## src/rtl/sync_mrx_pkg.sv

```systemverilog
package sync_mrx_pkg;

   localparam int ADDR_W = 3;

   localparam logic [ADDR_W-1:0] A_CTRL   = 3'd0;
   localparam logic [ADDR_W-1:0] A_DIV_LO = 3'd1;
   localparam logic [ADDR_W-1:0] A_DIV_HI = 3'd2;
   localparam logic [ADDR_W-1:0] A_STAT   = 3'd3;
   localparam logic [ADDR_W-1:0] A_DATA   = 3'd4;

   localparam int CB_SINGLE = 1;
   localparam int CB_CONT   = 2;
   localparam int CTRL_BITS = 7;

   // control fields, bit 0 (sync_mode) is the least significant
   typedef struct packed {
      logic irq_en;
      logic div16;
      logic invert;
      logic nine;
      logic cont;
      logic single;
      logic sync_mode;
   } ctrl_t;

endpackage

```

## src/rtl/sync_mrx_insync.sv

```systemverilog
module sync_mrx_insync #(
   parameter int STAGES = 2
) (
   input  logic clk,
   input  logic rst_n,
   input  logic d,
   output logic q
);
   generate
      if (STAGES == 0) begin : g_bypass
         assign q = d;
      end else begin : g_chain
         logic [STAGES-1:0] chain;
         always_ff @(posedge clk) begin
            if (!rst_n) begin
               chain <= '0;
            end else begin
               chain[0] <= d;
               for (int i = 1; i < STAGES; i++) chain[i] <= chain[i-1];
            end
         end
         assign q = chain[STAGES-1];
      end
   endgenerate
endmodule

```

## src/rtl/sync_mrx_baud.sv

```systemverilog
module sync_mrx_baud #(
   parameter int DIV_W = 16
) (
   input  logic             clk,
   input  logic             rst_n,
   input  logic             run,
   input  logic             div16,
   input  logic [DIV_W-1:0] div_full,
   output logic             tick,
   output logic [1:0]       quarter
);
   localparam int HALF_W = DIV_W / 2;

   logic [DIV_W-1:0] div_eff;
   logic [DIV_W-1:0] cnt;
   logic [1:0]       q_r;

   assign div_eff = div16 ? div_full : {{(DIV_W-HALF_W){1'b0}}, div_full[HALF_W-1:0]};
   assign tick    = run && (cnt == div_eff);
   assign quarter = q_r;

   always_ff @(posedge clk) begin
      if (!rst_n || !run) begin
         cnt <= '0;
         q_r <= 2'd0;
      end else if (cnt == div_eff) begin
         cnt <= '0;
         q_r <= q_r + 2'd1;
      end else begin
         cnt <= cnt + 1'b1;
      end
   end
endmodule

```

## src/rtl/sync_mrx_shift.sv

```systemverilog
module sync_mrx_shift #(
   parameter int WORD_W = 9,
   localparam int CNT_W = $clog2(WORD_W)
) (
   input  logic              clk,
   input  logic              rst_n,
   input  logic              run,
   input  logic              tick,
   input  logic [1:0]        quarter,
   input  logic              nine,
   input  logic              rx_s,
   output logic              sclk,
   output logic              word_done,
   output logic [WORD_W-1:0] word
);
   logic [CNT_W-1:0]  bitcnt;
   logic [CNT_W-1:0]  last_idx;
   logic [WORD_W-1:0] sr;
   logic [WORD_W-1:0] next_word;
   logic              rise, fall;

   assign last_idx  = nine ? CNT_W'(WORD_W-1) : CNT_W'(WORD_W-2);
   assign rise      = tick && (quarter == 2'd0);
   assign fall      = tick && (quarter == 2'd2);
   assign word_done = fall && (bitcnt == last_idx);
   assign word      = next_word;

   always_comb begin
      next_word         = sr;
      next_word[bitcnt] = rx_s;
   end

   always_ff @(posedge clk) begin
      if (!rst_n || !run) begin
         sclk   <= 1'b0;
         bitcnt <= '0;
         sr     <= '0;
      end else begin
         if (rise) sclk <= 1'b1;
         if (fall) begin
            sclk <= 1'b0;
            if (word_done) begin
               bitcnt <= '0;
               sr     <= '0;
            end else begin
               bitcnt <= bitcnt + 1'b1;
               sr     <= next_word;
            end
         end
      end
   end
endmodule

```

## src/rtl/sync_mrx_regs.sv

```systemverilog
module sync_mrx_regs
   import sync_mrx_pkg::*;
#(
   parameter int REG_W = 8
) (
   input  logic              clk,
   input  logic              rst_n,
   input  logic              wr_en,
   input  logic [ADDR_W-1:0] wr_addr,
   input  logic [REG_W-1:0]  wr_data,
   input  logic              rd_en,
   input  logic [ADDR_W-1:0] rd_addr,
   input  logic              word_done,
   input  logic [REG_W:0]    word,
   output ctrl_t             ctrl,
   output logic [2*REG_W-1:0] div_full,
   output logic [REG_W-1:0]  rd_data,
   output logic              done,
   output logic              overrun,
   output logic [REG_W-1:0]  data_q,
   output logic              irq
);
   logic [REG_W-1:0] ctrl_q, div_lo, div_hi;
   logic             ninth_q;
   logic             ctrl_wr, rd_clr, cont_fall, load, ovr_set;

   assign ctrl      = ctrl_t'(ctrl_q[CTRL_BITS-1:0]);
   assign div_full  = {div_hi, div_lo};
   assign ctrl_wr   = wr_en && (wr_addr == A_CTRL);
   assign rd_clr    = rd_en && (rd_addr == A_DATA);
   assign cont_fall = ctrl_wr && ctrl_q[CB_CONT] && !wr_data[CB_CONT];
   assign load      = word_done && !overrun && !(done && !rd_clr);
   assign ovr_set   = word_done && !overrun && done && !rd_clr;
   assign irq       = done && ctrl.irq_en;

   always_ff @(posedge clk) begin
      if (!rst_n) begin
         ctrl_q  <= '0;
         div_lo  <= '0;
         div_hi  <= '0;
         done    <= 1'b0;
         overrun <= 1'b0;
         data_q  <= '0;
         ninth_q <= 1'b0;
      end else begin
         if (ctrl_wr)
            ctrl_q <= wr_data;
         else if (word_done && !ctrl_q[CB_CONT])
            ctrl_q[CB_SINGLE] <= 1'b0;
         if (wr_en && wr_addr == A_DIV_LO) div_lo <= wr_data;
         if (wr_en && wr_addr == A_DIV_HI) div_hi <= wr_data;

         if (load) begin
            done    <= 1'b1;
            data_q  <= word[REG_W-1:0];
            ninth_q <= word[REG_W];
         end else if (rd_clr) begin
            done <= 1'b0;
         end

         if (cont_fall)    overrun <= 1'b0;
         else if (ovr_set) overrun <= 1'b1;
      end
   end

   always_comb begin
      unique case (rd_addr)
         A_CTRL:   rd_data = ctrl_q;
         A_DIV_LO: rd_data = div_lo;
         A_DIV_HI: rd_data = div_hi;
         A_STAT:   rd_data = REG_W'({ninth_q, overrun, done});
         A_DATA:   rd_data = data_q;
         default:  rd_data = '0;
      endcase
   end
endmodule

```

## src/rtl/sync_master_rx.sv

```systemverilog
module sync_master_rx
   import sync_mrx_pkg::*;
#(
   parameter int REG_W       = 8,
   parameter int SYNC_STAGES = 2
) (
   input  logic              clk,
   input  logic              rst_n,
   input  logic              wr_en,
   input  logic [ADDR_W-1:0] wr_addr,
   input  logic [REG_W-1:0]  wr_data,
   input  logic              rd_en,
   input  logic [ADDR_W-1:0] rd_addr,
   output logic [REG_W-1:0]  rd_data,
   input  logic              rx_in,
   output logic              sclk_out,
   output logic              irq
);
   localparam int WORD_W = REG_W + 1;
   localparam int DIV_W  = 2 * REG_W;

   generate
      if (REG_W < 8) begin : g_bad_width
         $error("sync_master_rx: REG_W must be at least 8");
      end
      if (SYNC_STAGES > 4) begin : g_bad_sync
         $error("sync_master_rx: SYNC_STAGES above 4 eats into the sample margin");
      end
   endgenerate

   ctrl_t             ctrl;
   logic [DIV_W-1:0]  div_full;
   logic              run, tick, sclk_int, word_done, rx_s;
   logic [1:0]        quarter;
   logic [WORD_W-1:0] word;
   logic              st_done, st_ovr, ctrl_wr;
   logic [REG_W-1:0]  data_q;

   assign run      = ctrl.sync_mode && (ctrl.single || ctrl.cont);
   assign sclk_out = sclk_int ^ ctrl.invert;
   assign ctrl_wr  = wr_en && (wr_addr == A_CTRL);

   sync_mrx_insync #(.STAGES(SYNC_STAGES)) i_insync (
      .clk(clk), .rst_n(rst_n), .d(rx_in), .q(rx_s));

   sync_mrx_baud #(.DIV_W(DIV_W)) i_baud (
      .clk(clk), .rst_n(rst_n), .run(run), .div16(ctrl.div16),
      .div_full(div_full), .tick(tick), .quarter(quarter));

   sync_mrx_shift #(.WORD_W(WORD_W)) i_shift (
      .clk(clk), .rst_n(rst_n), .run(run), .tick(tick), .quarter(quarter),
      .nine(ctrl.nine), .rx_s(rx_s), .sclk(sclk_int),
      .word_done(word_done), .word(word));

   sync_mrx_regs #(.REG_W(REG_W)) i_regs (
      .clk(clk), .rst_n(rst_n), .wr_en(wr_en), .wr_addr(wr_addr),
      .wr_data(wr_data), .rd_en(rd_en), .rd_addr(rd_addr),
      .word_done(word_done), .word(word), .ctrl(ctrl), .div_full(div_full),
      .rd_data(rd_data), .done(st_done), .overrun(st_ovr), .data_q(data_q),
      .irq(irq));
endmodule

```

## config.mk

```make
export PLATFORM = sky130hd
export DESIGN_NAME = sync_master_rx
export DESIGN_NICKNAME = d
export VERILOG_FILES = /design/src/rtl/sync_mrx_pkg.sv /design/src/rtl/sync_mrx_insync.sv /design/src/rtl/sync_mrx_baud.sv /design/src/rtl/sync_mrx_shift.sv /design/src/rtl/sync_mrx_regs.sv /design/src/rtl/sync_master_rx.sv
export SDC_FILE = /design/constraint.sdc
export NUM_CORES = 1
export LEC_CHECK = 0
export ABC_AREA = 1
export BUFFER_PORTS_ARGS = -buffer_cell sky130_fd_sc_hd__buf_2
export CAP_MARGIN = 20
export CORE_MARGIN = 2
export CORE_UTILIZATION = 50
export DETAILED_ROUTE_END_ITERATION = 12
export PLACE_DENSITY_LB_ADDON = 0.1
export SLEW_MARGIN = 20
export SYNTH_ARGS = -nofsm -noshare
export SYNTH_HDL_FRONTEND = slang
export SYNTH_HIERARCHICAL = 1
export SYNTH_SLANG_ARGS = --single-unit
```

## constraint.sdc

```tcl
create_clock -name clk -period 3.2 [get_ports clk]
set_input_delay 0.32 -clock clk [delete_from_list [all_inputs] [get_ports clk]]
set_output_delay 0.32 -clock clk [all_outputs]
set_load 0.01 [all_outputs]
```

==> results by group, run 1 <==
Pwr
  – Comb power frac: 0.059
  – Clock power share: 0.425
  – Maximum vdd ir drop: around 210 uV
  – Cell Int Power: 1.27 mW
  – Pwr per Cell Area: 399 nW/um^2
  – Sw frac: 0.259
  – P_sw: between 400 and 500 uW
  – Share of power burned in registers: 0.516
  – P_leak: 1.87 nW

Route
  – Vias per cell: 4.84
  – First-pass DRT Iterations: 4
  – Number of remaining DRC errors: 0
  – Vias: roughly 3600
  – WL per Instance: between 10 and 15 um
  – Initial DRC Count: 170
  – Final ANT Viol Nets: 0
  – Final WL: around 9 mm

STA
  – Crit share post-route: 0.866
  – Crit path time final: about 2800 ps
  – RSZ-0062 raised after global routing: no
  – Final setup viols: 0
  – Hold violation count in the final report: 0
  – Slew @ Worst Pin: 547 ps
  – Fmax: 361 MHz
  – Hold Slack: between 100 and 150 ps
  – Slew Limit Headroom: 0.635
  – Fin Setup TNS: 0 ps
  – Final Max Tran Viols: 0
  – Clk_skew: 12.6 ps

Worst setup path
  – Crit-path most repeated cell: nand2_1
  – Setup crit start kind: flop
  – CP max stage delay: 520 ps
  – Crit path buffers/inverters: 3
  – Critical path class: flop to flop
  – WP data required: 3490 ps
  – Arrival time at the worst endpoint: 3060 ps
  – Critical Path End Type: flop
  – Family with the most delay on the worst path: simple AND/OR/NAND/NOR gates
  – Slowest CP cell: dfxtp_2
  – Critical Path Fanout Max: 19
  – Crit-path cells: nand2_1, nand2_1, nand2_1, nor2_1, nand2_1, nor2_4, nand2_4, nor2_1, nand2_1, nor2_4, nand2_2, inv_2, inv_1, nor2_4, inv_1, nor2_1, a21oi_1, nor2_1

Logic synthesis
  – Syn nets: about 630
  – Syn Inst Count: 607
  – Synth warnings: 6
  – Syn Std Cell Area: 3980 um^2
  – Avg Cell Area, Syn: 6.56 um^2

Hold path
  – HP Class: input pin to flop

Floorplanning
  – Floorplan row count: 32
  – Die Ht: 93.3 um
  – Die Span X: 93.3 um
  – Die Area: just under 9000 um^2
  – CORE AREA: 7730 um^2
  – I/O pin count: 29
  – Initial core utilization: 0.516

Final layout
  – Share of cells above drive strength 1: 0.151
  – Synthesis-to-finish area growth: 7.79%
  – Layout Nets: roughly 650
  – Diodes inserted: 0

Clock network
  – Number of buffers created by CTS: 9
  – Insertion delay to the later sink of the worst-skew pair: 350 ps
  – CTS tree: built
  – Root Driver: clkbuf_8
  – Clk slew on worst S/H paths: around 90 ps
  – CTS Hold Bufs: 0
  – H-Tree Depth: 3
  – Clock sink count: 69
  – Setup bufs post-CTS: 0
  – Max Buffers Root-to-Sink: 2
  – PostCTS Resize Cnt: 0

Placed design
  – Post-DP HPWL: 6.69 mm
  – Routability Congestion: 0.883
  – Number of port buffers: 28

Global routing
  – Vias in the first global route: roughly 3100
  – First-pass GRT wire length: roughly 15 mm
  – GRT overflow: 0
  – Largest net degree at the start of global routing: 39
  – Gr usage total: 0.217
  – Antenna violations before repair: 0

Run status
  – Status: finished clean

Flow run
  – Max Cap Viol: 0
==> flip-flops by register name (all words and copies together) (netlist names), 4 cells and up <==
register / count
i_regs/div_lo: 8
i_shift/bitcnt: 4
i_regs/data_q: 8
i_regs/div_hi: 8
i_baud/cnt: 16
i_regs/ctrl_q: 8
i_shift/sr: 9
==> routing by layer <==
layer | part of all wire | wire [um] | up-vias | global-route usage
met5 | 0 | 0 | - | 0
met4 | 0.014 | 127 | 0 | 0.0809
met3 | 0.034 | 303 | 10 | 0.0266
met2 | 0.49 | 4410 | 60 | 0.368
met1 | 0.46 | 4180 | 1584 | 0.283
li1 | - | - | 1905 | -
==> layout make-up <==
class / count / area, um^2
fill: 782 / 3430
clock buffer: 9 / 124
clock inverter: 7 / 75.1
sequential: 69 / 1380
inverter: 102 / 383
tap: 102 / 128
timing repair buffer: 29 / 148
multi-input combinational: 418 / 2050
==> path summary, 6_finish.rpt <==
| check | start | end | slack (ps) | cells past startpoint |
|---|---|---|---|---|
| worst max-delay path | i_regs/ctrl_q[5]$_SDFFE_PN0P_ | i_regs/overrun$_SDFFE_PP0P_ | 430 | 18 |
| worst min-delay path | rx_in | i_insync/g_chain.chain[0]$_SDFF_PN0_ | 150 | 3 |
| worst max register to register | i_regs/ctrl_q[5]$_SDFFE_PN0P_ | i_regs/overrun$_SDFFE_PP0P_ | 430 | 18 |
| worst min register to register | i_insync/g_chain.chain[0]$_SDFF_PN0_ | i_insync/g_chain.chain[1]$_SDFF_PN0_ | 420 | 2 |
==> power by group through the flow <==
stage / Sequential (mW) / Clock (mW) / Combinational, mW
6_report: 0.883 / 0.727 / 0.101
5_1_grt: 0.885 / 0.784 / 0.115
4_1_cts: 0.883 / 0.747 / 0.101
3_5_place_dp: 0.904 / 0 / 0.100
3_3_place_gp: 0.904 / 0 / 0.0991
2_1_floorplan: 0.897 / 0 / 0.0751
==> per-stage QoR <==
stage | cell area [um^2] | power [mW] | setup slack, ps | util | std cells
after CTS | 4290 | 1.73 | 257 | 0.556 | 736
after global placement | 4090 | 1.00 | 421 | 0.530 | 720
after floorplan | 3980 | 0.972 | 817 | - | 607
after detailed placement | 4090 | 1.00 | 291 | 0.530 | 720
final | 4290 | 1.71 | 430 | 0.556 | 736
after global routing | 4290 | 1.78 | 179 | 0.556 | 736
==> layout by cell type (no fill, tap or decap), drive strengths merged, types with 3 or more instances in the layout <==
master / count
o21ai: 29
nor3: 6
buf: 29
inv: 102
nand3: 50
clkinvlp: 3
dfxtp: 69
xor2: 13
ha: 5
clkbuf: 9
a21oi: 30
nor2: 100
nand2: 172
clkinv: 3
nand4: 9
==> tightest hold or removal path: stages <==
cell	delay, ps
buf_2	70
nand2_1	40
inv_1	40
No activity file was read; power rests on OpenSTA's default activity.
==> run 2: changes to the inputs <==
--- a/config.mk
+++ b/config.mk
@@ -9,11 +9,10 @@
 export BUFFER_PORTS_ARGS = -buffer_cell sky130_fd_sc_hd__buf_2
 export CAP_MARGIN = 20
 export CORE_MARGIN = 2
-export CORE_UTILIZATION = 50
+export CORE_UTILIZATION = 40
 export DETAILED_ROUTE_END_ITERATION = 12
 export PLACE_DENSITY_LB_ADDON = 0.1
 export SLEW_MARGIN = 20
 export SYNTH_ARGS = -nofsm -noshare
 export SYNTH_HDL_FRONTEND = slang
-export SYNTH_HIERARCHICAL = 1
 export SYNTH_SLANG_ARGS = --single-unit
==> run 2 against run 1 <==
Effect of this change:
- register-to-register slack improved by 330 ps
- combinational power decreased by 14%
- clock power decreased by 13%
- largest power group unchanged
- highest routed layer unchanged
==> results by group, run 2 <==
Run status
  – Status: finished clean

Route
  – Vias per cell: 4.86 (+0.57%)
  – First-pass DRT Iterations: 4 (unchanged)
  – Number of remaining DRC errors: 0 (unchanged)
  – Initial DRC Count: 180 (+5.9%)
  – Final ANT Viol Nets: 0 (unchanged)
  – Vias: 3380 (-5.0%)
  – Final WL: 9.01 mm (about the same)
  – WL per Instance: 13.0 um (+5.8%)

Final layout
  – Layout Nets: 607 (-7.0%)
  – Commonest cells after routing, fill and taps aside: nand2_1 (150), inv_1 (94), dfxtp_1 (69)
  – Commonest non-fill, non-tap cell in the layout: nand2_1
  – Register name with the most flops: i_baud.cnt
  – Final Util: 0.444 (-0.112)
  – Top Registers: i_baud.cnt x16, i_shift.sr x9
  – FILL cells: 990 (+27%)
  – Design area: 4050 um^2 (-5.8%)
  – Share of cells above drive strength 1: 0.103 (-0.0487)
  – Synthesis-to-finish area growth: 9.59%
  – Max reg flops: 16 (unchanged)
  – Diodes inserted: 0 (unchanged)

STA
  – Final Max Tran Viols: 0 (unchanged)
  – Slew @ Worst Pin: 790 ps (+243 ps)
  – Hold violation count in the final report: 0 (unchanged)
  – Crit share post-route: 0.763 (-0.103)
  – Slew Limit Headroom: 0.469 (-0.165)
  – Hold Slack: 158 ps (+9.35 ps)
  – Crit path time final: 2440 ps (-328 ps)
  – Fmax: 410 MHz (+13%)
  – Clk_skew: 10.9 ps (-1.70 ps)
  – RSZ-0062 raised after global routing: no
  – Fin Setup TNS: 0 ps (unchanged)
  – Final setup viols: 0 (unchanged)

Worst setup path
  – Cell depth of the worst setup path: 12 (-6)
  – Arrival time at the worst endpoint: 2720 ps (-340 ps)
  – WP data required: 3480 ps (about the same)
  – Worst r2r src: i_regs.ctrl_q[5]$_SDFFE_PN0P_
  – Crit-path cells: nand2_1, nand2_1, nand2_1, nor2_2, nand2_2, nor2_4, nand4_4, nor2_4, nand3_4, nand2_1, inv_1, nor2_1
  – R2R setup slack: 760 ps (+330 ps)
  – Critical Path End Type: flop
  – Crit path buffers/inverters: 1 (-2)
  – CP max stage delay: 690 ps (+170 ps)
  – R2R cell count: 12 (-6)
  – Critical Path Fanout Max: 21 (+2)
  – Slowest CP cell: dfxtp_1
  – Critical path class: flop to flop
  – Setup crit start kind: flop
  – RR Endpoint: i_regs.data_q[7]$_SDFFE_PN0P_
  – Crit-path most repeated cell: nand2_1
  – Family with the most delay on the worst path: simple AND/OR/NAND/NOR gates

Global routing
  – Grt met2 use: 0.283 (-0.0842)
  – Grt met1 use: 0.264 (-0.0192)
  – Vias in the first global route: 3109 (-1.0%)
  – GRT overflow: 0 (unchanged)
  – Largest net degree at the start of global routing: 35 (-10%)
  – Antenna violations before repair: 0 (unchanged)
  – M3 GR Usage: 0.0411 (+0.0145)
  – Gr usage total: 0.187 (-0.0305)
  – First-pass GRT wire length: 14.6 mm (-1.3%)
  – Most used routing layer: met2

Clock network
  – Root Driver: clkbuf_8
  – Clock sink count: 69 (unchanged)
  – Number of buffers created by CTS: 9 (unchanged)
  – Max Buffers Root-to-Sink: 2 (unchanged)
  – Setup bufs post-CTS: 0 (unchanged)
  – CTS Hold Bufs: 0 (unchanged)
  – PostCTS Resize Cnt: 0 (unchanged)
  – H-Tree Depth: 3 (unchanged)
  – CTS tree: built
  – Insertion delay to the later sink of the worst-skew pair: 340 ps (about the same)
  – Clk slew on worst S/H paths: 70 ps (-20 ps)

Logic synthesis
  – Syn Inst Count: 556 (-8.4%)
  – Syn Std Cell Area: 3690 um^2 (-7.3%)
  – Synth area leader: dfxtp_1
  – Sequential-to-total area share from yosys stat: 0.374
  – Avg Cell Area, Syn: 6.64 um^2 (+1.1%)
  – Post-synth top cells: nand2_1 (150), inv_1 (94), dfxtp_1 (69), nor2_1 (68), o21ai_0 (39)
  – Synth cell types: 36
  – Synth async-reset ratio: 0
  – Top_reg_cell synth: dfxtp_1
  – Post-synthesis register bit count: 69
  – Post-synth EDFFs: 0
  – Synth warnings: 0 (-6)
  – Syn nets: 582 (-7.8%)
  – Yosys top cell area share: 0.374
  – Top area cells in the synthesized netlist: dfxtp_1 (37%), nand2_1 (15%), inv_1 (9.6%), nor2_1 (6.9%), o21ai_0 (5.3%)
  – Most frequent cell after synthesis: nand2_1

Pwr
  – Maximum vdd ir drop: 221 uV (+3.1%)
  – P_leak: 1.69 nW (-9.2%)
  – Pwr per Cell Area: 397 nW/um^2 (-0.36%)

Floorplanning
  – Die Ht: 100 um (+7.3%)
  – Die Span X: 100 um (+7.3%)
  – Die Area: 10000 um^2 (+15%)
  – Floorplan row count: 35 (+9.4%)
  – Initial core utilization: 0.405 (-0.110)
  – CORE AREA: 9110 um^2 (+18%)
  – I/O pin count: 29 (unchanged)

Hold path
  – HP Class: input pin to flop
  – Hold wc startpoint: rx_in
  – Hold Crit Endpoint: i_insync.g_chain.chain[0]$_SDFF_PN0_
  – Hold Path Cell Cnt: 3 (unchanged)

Flow run
  – Max Cap Viol: 0 (unchanged)

Placed design
  – Routability Congestion: 0.810 (-8.2%)
  – DP Area: 3880 um^2 (-5.2%)
  – Post-DP HPWL: 6.85 mm (+2.2%)
  – Number of port buffers: 28 (unchanged)
## run 2: changes by cell type in the layout (fill, tap and decap cells not counted), sizes merged, moves of 8 or more
cell / delta
o21a: +8
nand3: -32
nand2: -18
o21ai: +10
nor2: -26
## run 2: final cells by class
class	count	area, um^2	share of cell area
repair buffers	30	155	0.0384
inverters	97	369	0.0912
clock inverters	2	10.0	0.00247
well taps	111	139	0.0343
flip-flops and latches	69	1380	0.341
clock buffers	12	155	0.0384
multi-input cells	374	1840	0.454
## run 2: worst max-delay path by stage
stage,start,end
3_3_place_gp,i_regs.ctrl_q[5]$_SDFFE_PN0P_,i_regs.data_q[7]$_SDFFE_PN0P_
2_1_floorplan,i_regs.ctrl_q[5]$_SDFFE_PN0P_,i_regs.data_q[1]$_SDFFE_PN0P_
6_report,i_regs.ctrl_q[5]$_SDFFE_PN0P_,i_regs.data_q[7]$_SDFFE_PN0P_
3_5_place_dp,i_regs.ctrl_q[5]$_SDFFE_PN0P_,i_regs.data_q[7]$_SDFFE_PN0P_
5_1_grt,i_regs.ctrl_q[5]$_SDFFE_PN0P_,i_regs.data_q[6]$_SDFFE_PN0P_
4_1_cts,i_regs.ctrl_q[5]$_SDFFE_PN0P_,i_regs.data_q[7]$_SDFFE_PN0P_
## run 2: cells by family (layout without fill, tap and decap cells)
family / count (synthesis) / count (layout) / synth area share
flip-flops: 69 / 69 / 0.374
adder cells (fa/ha/maj): 7 / 7 / 0.0237
XOR/XNOR: 8 / 8 / 0.0190
buffers and inverters: 113 / 141 / 0.128
AO/OA/AOI/OAI: 88 / 88 / 0.137
AND/OR/NAND/NOR: 271 / 271 / 0.318
## run 2: per-stage QoR
| stage | setup WS, ps | total power, mW | std cells |
|---|---|---|---|
| 4_1_cts | 757 | 1.63 | 695 |
| 5_1_grt | 471 | 1.68 | 695 |
| 6_report | 759 | 1.61 | 695 |
| 3_5_place_dp | 790 | 0.991 | 681 |
| 2_1_floorplan | 1580 | 0.954 | 556 |
| 3_3_place_gp | 889 | 0.990 | 681 |
## run 2: tightest hold or removal path: cells and delay by family
family                 cells  cell delay, ps
buffers and inverters      2             110
and+or+nand+nor            1              40
## run 2: power breakdown
part / switching, mW / internal [mW]
Combinational: 0.0579 / 0.0293
Sequential: 0.0153 / 0.870
Clock: 0.321 / 0.313
## run 2: layer usage
layer / vias to the layer above / wire [um]
li1: 1793 / -
met1: 1514 / 4780
met2: 63 / 3740
met3: 10 / 374
met4: 0 / 120
met5: - / 0
